**src/rtl/calword_pkg.sv**
```systemverilog
package calword_pkg;

    localparam int TIME_W = 32;
    localparam int YEAR_W = 16;
    localparam int YEAR_DIGITS = YEAR_W / 4;

    typedef struct packed {
        logic [2:0] pad;
        logic [3:0] mon;
        logic [4:0] mday;
        logic [2:0] wday;
        logic [4:0] hour;
        logic [5:0] min;
        logic [5:0] sec;
    } cal_time_t;

    localparam cal_time_t TIME_AT_RESET = '{pad: 3'd0, mon: 4'd1, mday: 5'd1,
                                           wday: 3'd7, hour: 5'd0, min: 6'd0, sec: 6'd0};
    localparam logic [YEAR_W-1:0] YEAR_AT_RESET = 16'h2000;

    // two BCD digits divisible by 4: (10t + o) mod 4 == (2t + o) mod 4
    function automatic logic pair_div4(input logic [7:0] pair);
        logic [4:0] s;
        s = {pair[7:4], 1'b0} + {1'b0, pair[3:0]};
        return s[1:0] == 2'b00;
    endfunction

    function automatic logic is_leap_bcd(input logic [YEAR_W-1:0] y);
        if (y[7:0] == 8'h00)
            return pair_div4(y[15:8]);
        return pair_div4(y[7:0]);
    endfunction

    function automatic logic [4:0] month_days(input logic [3:0] mon, input logic leap);
        case (mon)
            4'd2:                    return leap ? 5'd29 : 5'd28;
            4'd4, 4'd6, 4'd9, 4'd11: return 5'd30;
            default:                 return 5'd31;
        endcase
    endfunction

    function automatic logic [YEAR_W-1:0] bcd_year_next(input logic [YEAR_W-1:0] y);
        logic [YEAR_W-1:0] r;
        logic carry;
        r = y;
        carry = 1'b1;
        for (int d = 0; d < YEAR_DIGITS; d++) begin
            if (carry) begin
                if (y[d*4 +: 4] >= 4'd9) begin
                    r[d*4 +: 4] = 4'd0;
                end else begin
                    r[d*4 +: 4] = y[d*4 +: 4] + 4'd1;
                    carry = 1'b0;
                end
            end
        end
        return r;
    endfunction

endpackage

```
**src/rtl/calword_step.sv**
```systemverilog
module calword_step
    import calword_pkg::*;
(
    input  cal_time_t         cur,
    input  logic [YEAR_W-1:0] cur_year,
    output cal_time_t         nxt,
    output logic [YEAR_W-1:0] nxt_year
);
    logic       leap;
    logic [4:0] last_day;

    always_comb begin
        leap     = is_leap_bcd(cur_year);
        last_day = month_days(cur.mon, leap);
        nxt      = cur;
        nxt.pad  = '0;
        nxt_year = cur_year;
        if (cur.sec >= 6'd59) begin
            nxt.sec = '0;
            if (cur.min >= 6'd59) begin
                nxt.min = '0;
                if (cur.hour >= 5'd23) begin
                    nxt.hour = '0;
                    nxt.wday = (cur.wday >= 3'd7) ? 3'd1 : cur.wday + 3'd1;
                    if (cur.mday >= last_day) begin
                        nxt.mday = 5'd1;
                        if (cur.mon >= 4'd12) begin
                            nxt.mon  = 4'd1;
                            nxt_year = bcd_year_next(cur_year);
                        end else begin
                            nxt.mon = cur.mon + 4'd1;
                        end
                    end else begin
                        nxt.mday = cur.mday + 5'd1;
                    end
                end else begin
                    nxt.hour = cur.hour + 5'd1;
                end
            end else begin
                nxt.min = cur.min + 6'd1;
            end
        end else begin
            nxt.sec = cur.sec + 6'd1;
        end
    end
endmodule

```
**src/rtl/calword_alarm.sv**
```systemverilog
module calword_alarm
    import calword_pkg::*;
(
    input  logic              clk,
    input  logic              rst,
    input  cal_time_t         cur,
    input  logic [YEAR_W-1:0] cur_year,
    input  cal_time_t         want,
    input  logic [YEAR_W-1:0] want_year,
    input  logic              clr,
    output logic              flag
);
    logic hit, hit_q;

    assign hit = (cur == want) && (cur_year == want_year);

    always_ff @(posedge clk) begin
        if (rst) begin
            hit_q <= 1'b0;
            flag  <= 1'b0;
        end else begin
            hit_q <= hit;
            if (clr)
                flag <= 1'b0;
            else if (hit && !hit_q)
                flag <= 1'b1;
        end
    end

    a_r9_rise_needs_match: assert property (@(posedge clk) disable iff (rst)
        $rose(flag) |-> $past(cur == want && cur_year == want_year));
    a_r9_clear_wins: assert property (@(posedge clk) disable iff (rst)
        clr |=> !flag);
    a_r10_no_year_no_flag: assert property (@(posedge clk) disable iff (rst)
        (cur_year != want_year && !flag && !clr) |=> !flag);
endmodule

```
**src/rtl/calword_top.sv**
```systemverilog
module calword_top
    import calword_pkg::*;
(
    input  logic        clk,
    input  logic        rst,
    input  logic        sec_tick,
    input  logic [31:0] wr_data,
    input  logic        year_we,
    input  logic        time_we,
    input  logic        match_year_we,
    input  logic        match_time_we,
    input  logic        alarm_clr,
    output logic [31:0] now_time,
    output logic [15:0] now_year,
    output logic        alarm
);
    cal_time_t         cur_t, nxt_t, match_t, wr_t;
    logic [YEAR_W-1:0] cur_y, nxt_y, match_y, year_stage, match_stage;

    always_comb begin
        wr_t     = cal_time_t'(wr_data);
        wr_t.pad = '0;
    end

    calword_step u_step (
        .cur      (cur_t),
        .cur_year (cur_y),
        .nxt      (nxt_t),
        .nxt_year (nxt_y)
    );

    always_ff @(posedge clk) begin
        if (rst) begin
            cur_t       <= TIME_AT_RESET;
            cur_y       <= YEAR_AT_RESET;
            year_stage  <= YEAR_AT_RESET;
            match_t     <= '0;
            match_y     <= '0;
            match_stage <= '0;
        end else begin
            if (year_we)
                year_stage <= wr_data[YEAR_W-1:0];
            if (match_year_we)
                match_stage <= wr_data[YEAR_W-1:0];
            if (match_time_we) begin
                match_t <= wr_t;
                match_y <= match_stage;
            end
            if (time_we) begin
                cur_t <= wr_t;
                cur_y <= year_stage;
            end else if (sec_tick) begin
                cur_t <= nxt_t;
                cur_y <= nxt_y;
            end
        end
    end

    calword_alarm u_alarm (
        .clk       (clk),
        .rst       (rst),
        .cur       (cur_t),
        .cur_year  (cur_y),
        .want      (match_t),
        .want_year (match_y),
        .clr       (alarm_clr),
        .flag      (alarm)
    );

    assign now_time = cur_t;
    assign now_year = cur_y;

    a_r3_hold_idle: assert property (@(posedge clk) disable iff (rst)
        (!sec_tick && !time_we) |=> ($stable(cur_t) && $stable(cur_y)));
    a_r4_sec_wrap: assert property (@(posedge clk) disable iff (rst)
        (sec_tick && !time_we && cur_t.sec == 6'd59) |=> (cur_t.sec == 6'd0));
    a_r7_year_only_new_year: assert property (@(posedge clk) disable iff (rst)
        !time_we |=> ($stable(cur_y) || (cur_t.mon == 4'd1 && cur_t.mday == 5'd1)));
    a_r8_commit_staged_year: assert property (@(posedge clk) disable iff (rst)
        time_we |=> (cur_y == $past(year_stage)));
    a_r2_pad_zero: assert property (@(posedge clk) disable iff (rst)
        now_time[31:29] == 3'd0);
endmodule

```
**config.mk**
```make
export PLATFORM = sky130hd
export DESIGN_NAME = calword_top
export DESIGN_NICKNAME = d
export VERILOG_FILES = /design/src/rtl/calword_pkg.sv /design/src/rtl/calword_step.sv /design/src/rtl/calword_alarm.sv /design/src/rtl/calword_top.sv
export SDC_FILE = /design/constraint.sdc
export NUM_CORES = 1
export LEC_CHECK = 0
export BUFFER_PORTS_ARGS = -buffer_cell sky130_fd_sc_hd__buf_2
export CAP_MARGIN = 40
export CORE_UTILIZATION = 40
export DETAILED_ROUTE_END_ITERATION = 6
export HOLD_SLACK_MARGIN = 0.05
export PLACE_DENSITY_LB_ADDON = 0.25
export SYNTH_ARGS = -nofsm -noshare
export SYNTH_HDL_FRONTEND = slang
export SYNTH_SLANG_ARGS = --single-unit
```
**constraint.sdc**
```tcl
create_clock -name clk -period 3.21 [get_ports clk]
set_input_delay 0.642 -clock clk [delete_from_list [all_inputs] [get_ports clk]]
set_output_delay 0.642 -clock clk [all_outputs]
set_load 0.05 [all_outputs]
```
# --- Yosys cells after proc, flatten, opt, wreduce, memory -nomap -nowiden ---
# Index checks and enable logic that the tools add are counted.
op_classes:
  n_addsub: 12
  n_lt_le_gt_ge: 10
  n_eq_ne: 7
  muxes: 51
  reduce_logical: 25
op_table:
  columns: ["operator", "n"]
  rows:
  - ["$mux W16", 7]
  - ["$mux W29", 2]
  - ["$mux W4", 9]
  - ["$eq A29 B29 Y1", 1]
  - ["$mux W1", 24]
  - ["$mux W23", 1]
  - ["$reduce_and A7 Y1", 3]
  - ["$add A4 B1 Y4 const B", 5]
  - ["$ge A4 B4 Y1 const B", 5]
  - ["$reduce_bool A2 Y1", 9]
  - ["$mux W17", 1]
  - ["$eq A16 B16 Y1", 1]
  - ["$add A6 B1 Y6 const B", 2]
  - ["$ge A6 B6 Y1 const B", 2]
  - ["$mux W12", 1]
  - ["$mux W6", 2]
  - ["$add A5 B1 Y5 const B", 2]
  - ["$mux W5", 2]
  - ["$pmux W5 S2", 1]
  - ["$eq A4 B3 Y1 const B", 2]
  - ["$eq A4 B4 Y1 const B", 2]
  - ["$logic_not A8 Y1", 1]
  - ["$reduce_and A6 Y1", 1]
  - ["$ge A5 B5 Y1", 1]
  - ["other kinds (15)", 18]
word_totals:
  reg_bits: 124
  out_inout_bits: 49
  word_cells: 126

# --- Logic depth before layout (Yosys ltp) ---
depth:
  ltp_word: 31
  ltp_mapped: 15

# --- Cells and area by module ---
# Synthesis repeated with hierarchy kept, for this count alone.
hier_totals:
  cells_unflattened: 768
  hier_area_um2: 7171.9
by_module_without_submodules:
  columns: ["mod", "n_inst", "cells_each", "area_each_um2", "seq_area_each_um2"]
  rows:
  - ["calword_top", 1, 461, 4928.5, 2502.4]
  - ["calword_step", 1, 237, 1645.3, 0.0]
  - ["calword_alarm", 1, 70, 598.1, 40.0]

# --- Worst setup path before layout ---
# No wires, ideal clock.
synth_timing:
  path_type: "register to register"
  from: "register cur_y[0], in the netlist now_year[0]"
  to: "register cur_y[0], in the netlist now_year[0]"
  setup_time_ps: 71
  arrival_ps: 3319
  required_time_ps: 3139
  path_slack_ps: -179
  stages_incl_launch_ff: 15
  period_less_slack_ps: 3389
  path_cell_list: "dfxtp_1 > inv_1 > ha_1 > nand2b_1 > or4_1 > nand3_1 > a21oi_1 > a21oi_1 > ha_1 > nand2b_1 > a21oi_1 > nor4b_4 > or2_2 > o2bb2a_1 > a21oi_1"
synth_between:
  elab_chain_len: 9
  word_cells_on_any_way: 20
  classes_between: "add/sub: 2; order compare: 2; mux: 12; reduce/logical: 4"
synth_rtl:
  columns: ["element", "line", "text"]
  rows:
  - ["from (decl)", "calword_top.sv:18", "logic [YEAR_W-1:0] cur_y, nxt_y, match_y, year_stage, match_stage;"]
  - ["from (signal assigned)", "calword_top.sv:51", "cur_y <= year_stage;"]
  - ["from (signal assigned)", "calword_top.sv:54", "cur_y <= nxt_y;"]
  - ["branches (longest 9 deep; another with $ge A5 B5 Y1)", null, null]
# Several ways; the timed one is not identified. The select of a mux whose other input is x is not followed.
# A chain may end at the register's enable or synchronous reset.

# --- Final worst setup path ---
layout_timing:
  from: "register cur_y[5], in the netlist now_year[5]"
  to: "register cur_y[0], in the netlist now_year[0]"
layout_between:
  elab_chain_len: 8
layout_rtl:
  columns: ["element", "line", "text"]
  rows:
  - ["$logic_not A8 Y1", "calword_pkg.sv:29", "if (y[7:0] == 8'h00)"]
  - ["$mux W1", "calword_pkg.sv:29", null]
  - ["$mux W1", "calword_pkg.sv:31", "return pair_div4(y[7:0]);"]
  - ["$mux W1", "calword_pkg.sv:36", "4'd2: return leap ? 5'd29 : 5'd28;"]
  - ["$pmux W5 S2", "calword_pkg.sv:35", "case (mon)"]
  - ["$ge A5 B5 Y1", "calword_step.sv:25", "if (cur.mday >= last_day) begin"]
  - ["$reduce_bool A2 Y1 (no source line)", null, null]
  - ["$reduce_and A6 Y1 (no source line)", null, null]
# No other way between the ends.

==> results.py <==
metrics = {
    "run_status": {
        "run_status": "finished, final reports clean",
    },
    "cells_and_area": {
        "summed_area_of_non_filler_cells_in_the_final_layout_um2": 7710,
        "syn2layout_area_growth_pct": 21.7,
        "fin_nets": 865,
        "drive_above_1_share_pct": 21.1,
        "mostFrequentLayoutCell": "sky130_fd_sc_hd__nor2_1",
        "insertedDiodeCount": 0,
        "post_layout_nonfiller_instances": 1022,
        "mostFrequentLayoutCells": "125 x sky130_fd_sc_hd__nor2_1, 120 x sky130_fd_sc_hd__dfxtp_1, 83 x sky130_fd_sc_hd__mux2i_1, 81 x sky130_fd_sc_hd__buf_2, 46 x sky130_fd_sc_hd__xnor2_1",
        "fill_cells": 1448,
    },
    "synth": {
        "netlist.top_cell.by_area": "sky130_fd_sc_hd__dfxtp_1",
        "synth.avg_cell_area_um2": 8.88,
        "synth_top_cell_area_share_pct": 39.2,
        "seq_area_frac_synth_pct": 39.2,
        "synth_async_sr_flop_share_pct": 0,
        "synth_edf_count": 0,
        "synthesis.area_um2": 6340,
        "synth.yosys.warnings": 0,
        "synth_flop_cell": "sky130_fd_sc_hd__dfxtp_1",
        "synthesis.instances": 714,
        "synth-seq-cells": 124,
        "synth.lib_cells_used.distinct": 66,
        "netlist_top_cells_area": "sky130_fd_sc_hd__dfxtp_1 39%, sky130_fd_sc_hd__mux2i_1 13%, sky130_fd_sc_hd__nor2_1 7.4%",
    },
    "setup_path": {
        "count_of_cells_along_the_worst_register_to_register_path": 15,
        "crit_start": "now_year[5]",
        "path_max_fanout": 7,
        "critical_path_arrival_ps": 3370,
        "reg2reg_from": "now_year[5]",
        "worst_setup_path_start_kind": "flop",
        "timing.critical_path.required_ps": 3510,
        "critical_path.endpoint_type": "flop",
        "timing_worst_setup_path_type": "reg -> reg",
    },
    "drt": {
        "vias_per_cell": 5.38,
        "drtIter0Drc": 336,
        "dr_total_vias": 5499,
        "drc": 0,
        "wire_per_inst_um": 17.2,
        "drt_wl_total_um": 17500,
        "antenna_left": 0,
        "detailedRoute.firstPassIterationCount": 5,
    },
    "place": {
        "dpl.hpwl_um": 12700,
        "portBuffers": 82,
        "placed_cells_incl_taps": 991,
        "place_area_um2": 7050,
        "gp_congestion": 0.869,
        "pre_cts_ws_ps": 50.4,
    },
    "floorplanning": {
        "design.core.area_um2": 15300,
        "dieArea_um2": 16400,
        "row_count": 45,
        "initial_utilization_pct": 41.4,
        "die_w_um": 128,
        "num_io_pins": 89,
        "dieHeight_um": 128,
    },
    "global_routing": {
        "grt.met2_usage_pct": 36.1,
        "grt_util_all_layers_pct": 22.6,
        "grt_pass1_vias": 5212,
        "pin_count_of_the_biggest_net_entering_global_routing": 44,
        "grt_util_met3_pct": 4.76,
        "initial_antenna_violation_count": 0,
        "globalRoute.busiestLayer": "met2",
        "globalRouteMet1Util_pct": 29.7,
        "globalRouteOverflowTotal": 0,
        "first_pass_grt_wire_length_um": 28000,
    },
    "sta": {
        "timing.final.max_slew_violations": 0,
        "whs_ps": 455,
        "setup-violations-final": 0,
        "timing.final.hold_violations": 0,
        "worst_slack_ps": 142,
        "post-route-min-period_ps": 3070,
        "maxSlewHeadroom_pct": 55.8,
        "tightest_slew_ps": 664,
        "min_period_over_period_pct": 95.6,
        "grt_setup_unrepaired": "yes",
        "timing.fmax_mhz": 326,
        "final_skew_ps": 15.3,
    },
    "cts": {
        "path_clk_slew_ps": 60,
        "ctsLongestPathBuffers": 2,
        "cts_tree": "built",
        "cts_num_sinks": 124,
        "cts_max_level": 4,
        "cts_buffers": 17,
        "cts.hold.buffers_added": 0,
        "root_buffer": "sky130_fd_sc_hd__clkbuf_16",
        "clk-insertion-delay-late_ps": 420,
    },
    "power_and_ir_drop": {
        "power.leakage_uw": 0.00337,
        "ir_drop_worst_vdd_mv": 0.379,
        "p_per_area_nw_per_um2": 562,
    },
    "hold_path": {
        "hold_start": "wr_data[25]",
        "holdPathStages": 3,
        "hp-class": "in -> reg",
    },
    "job": {
        "max_cap_viol_count": 0,
    },
}
## registers in the layout (all words and copies together), names as in the netlist
signal / flops
match_t: 29
now_time: 29
match_stage: 16
match_y: 16
now_year: 16
year_stage: 16
u_alarm.flag: 1
u_alarm.hit_q: 1
## kinds of logic (layout without fill, tap and decap cells)
kind of cell	count (synthesis)	in the layout	share of synthesized area, %
AOI/OAI and AO/OA	139	139	15.0
buffers and inverters	72	167	4.80
DFF	124	124	39.2
and+or+nand+nor	222	222	16.3
xor gates and xnor gates	48	48	6.63
adders and majority gates	25	25	4.93
other	1	3	0.0591
muxes	83	83	13.1
## power breakdown
group	total [uW]	leakage, uW	switching (uW)	internal, uW
sequential	1710	0.00102	86.7	1630
combinational	653	0.00206	409	244
clock	1970	0.000290	663	1310
total	4330	0.00337	1160	3180
## area by class of cell
type | instances | area (um^2) | area share, %
Multi-Input combinational cell | 520 | 3620 | 47.0
Sequential cell | 124 | 2490 | 32.2
Timing Repair Buffer | 111 | 647 | 8.38
Clock buffer | 22 | 454 | 5.89
Tap cell | 211 | 264 | 3.42
Clock inverter | 8 | 143 | 1.85
Inverter | 26 | 97.6 | 1.27
## timing repair
item / 4_1_cts / 5_1_grt
setup buffers: 0 / 4
resized for setup: 0 / 18
setup endpoints to repair: 0 / 11
## worst max-delay path, cell delays in order (launching register included)
cell and delay [ps]:
sky130_fd_sc_hd__dfxtp_2 320, sky130_fd_sc_hd__inv_2 60, sky130_fd_sc_hd__ha_2 170, sky130_fd_sc_hd__nand3_2 90, sky130_fd_sc_hd__or4_4 490, sky130_fd_sc_hd__nand3_2 100, sky130_fd_sc_hd__a21oi_1 60, sky130_fd_sc_hd__a21oi_1 130
sky130_fd_sc_hd__ha_1 140, sky130_fd_sc_hd__nand2b_4 110, sky130_fd_sc_hd__a21oi_2 70, sky130_fd_sc_hd__nor4b_4 590, sky130_fd_sc_hd__buf_4 260, sky130_fd_sc_hd__or2_4 150, sky130_fd_sc_hd__o2bb2a_1 160, sky130_fd_sc_hd__a21oi_1 60
## layer usage
metal / up-vias / wire length (um)
met5: - / 0
li1: 2671 / -
met1: 2633 / 8110
met3: 26 / 867
met2: 169 / 8160
met4: 0 / 399
## stage by stage
step                total power, uW  util [%]  setup TNS (ps)
finish                         4330      50.4               0
global route                   4510      50.4           -26.0
CTS                            4350      49.9               0
detailed placement             2370      46.0               0
global placement               2360      46.0               0
floorplan                      2180         -               0
## path summary, 6_finish.rpt
| kind | endpoint | slack [ps] |
|---|---|---|
| max | now_year[0] | 140 |
| min | now_time[25] | 460 |
| max reg2reg | now_year[0] | 140 |
| min reg2reg | u_alarm.flag | 460 |
## synthesized netlist by cell type (6+ instances only)
master and number:
sky130_fd_sc_hd__a211oi_1 7, sky130_fd_sc_hd__a21oi_1 46, sky130_fd_sc_hd__buf_4 6, sky130_fd_sc_hd__clkbuf_1 31, sky130_fd_sc_hd__dfxtp_1 124, sky130_fd_sc_hd__ha_1 25
sky130_fd_sc_hd__inv_1 26, sky130_fd_sc_hd__mux2i_1 83, sky130_fd_sc_hd__nand2_1 29, sky130_fd_sc_hd__nand3_1 15, sky130_fd_sc_hd__nand4_1 11, sky130_fd_sc_hd__nor2_1 125
sky130_fd_sc_hd__nor3_1 10, sky130_fd_sc_hd__o21ai_0 24, sky130_fd_sc_hd__xnor2_1 46
Power figures use the tool's default switching activity.
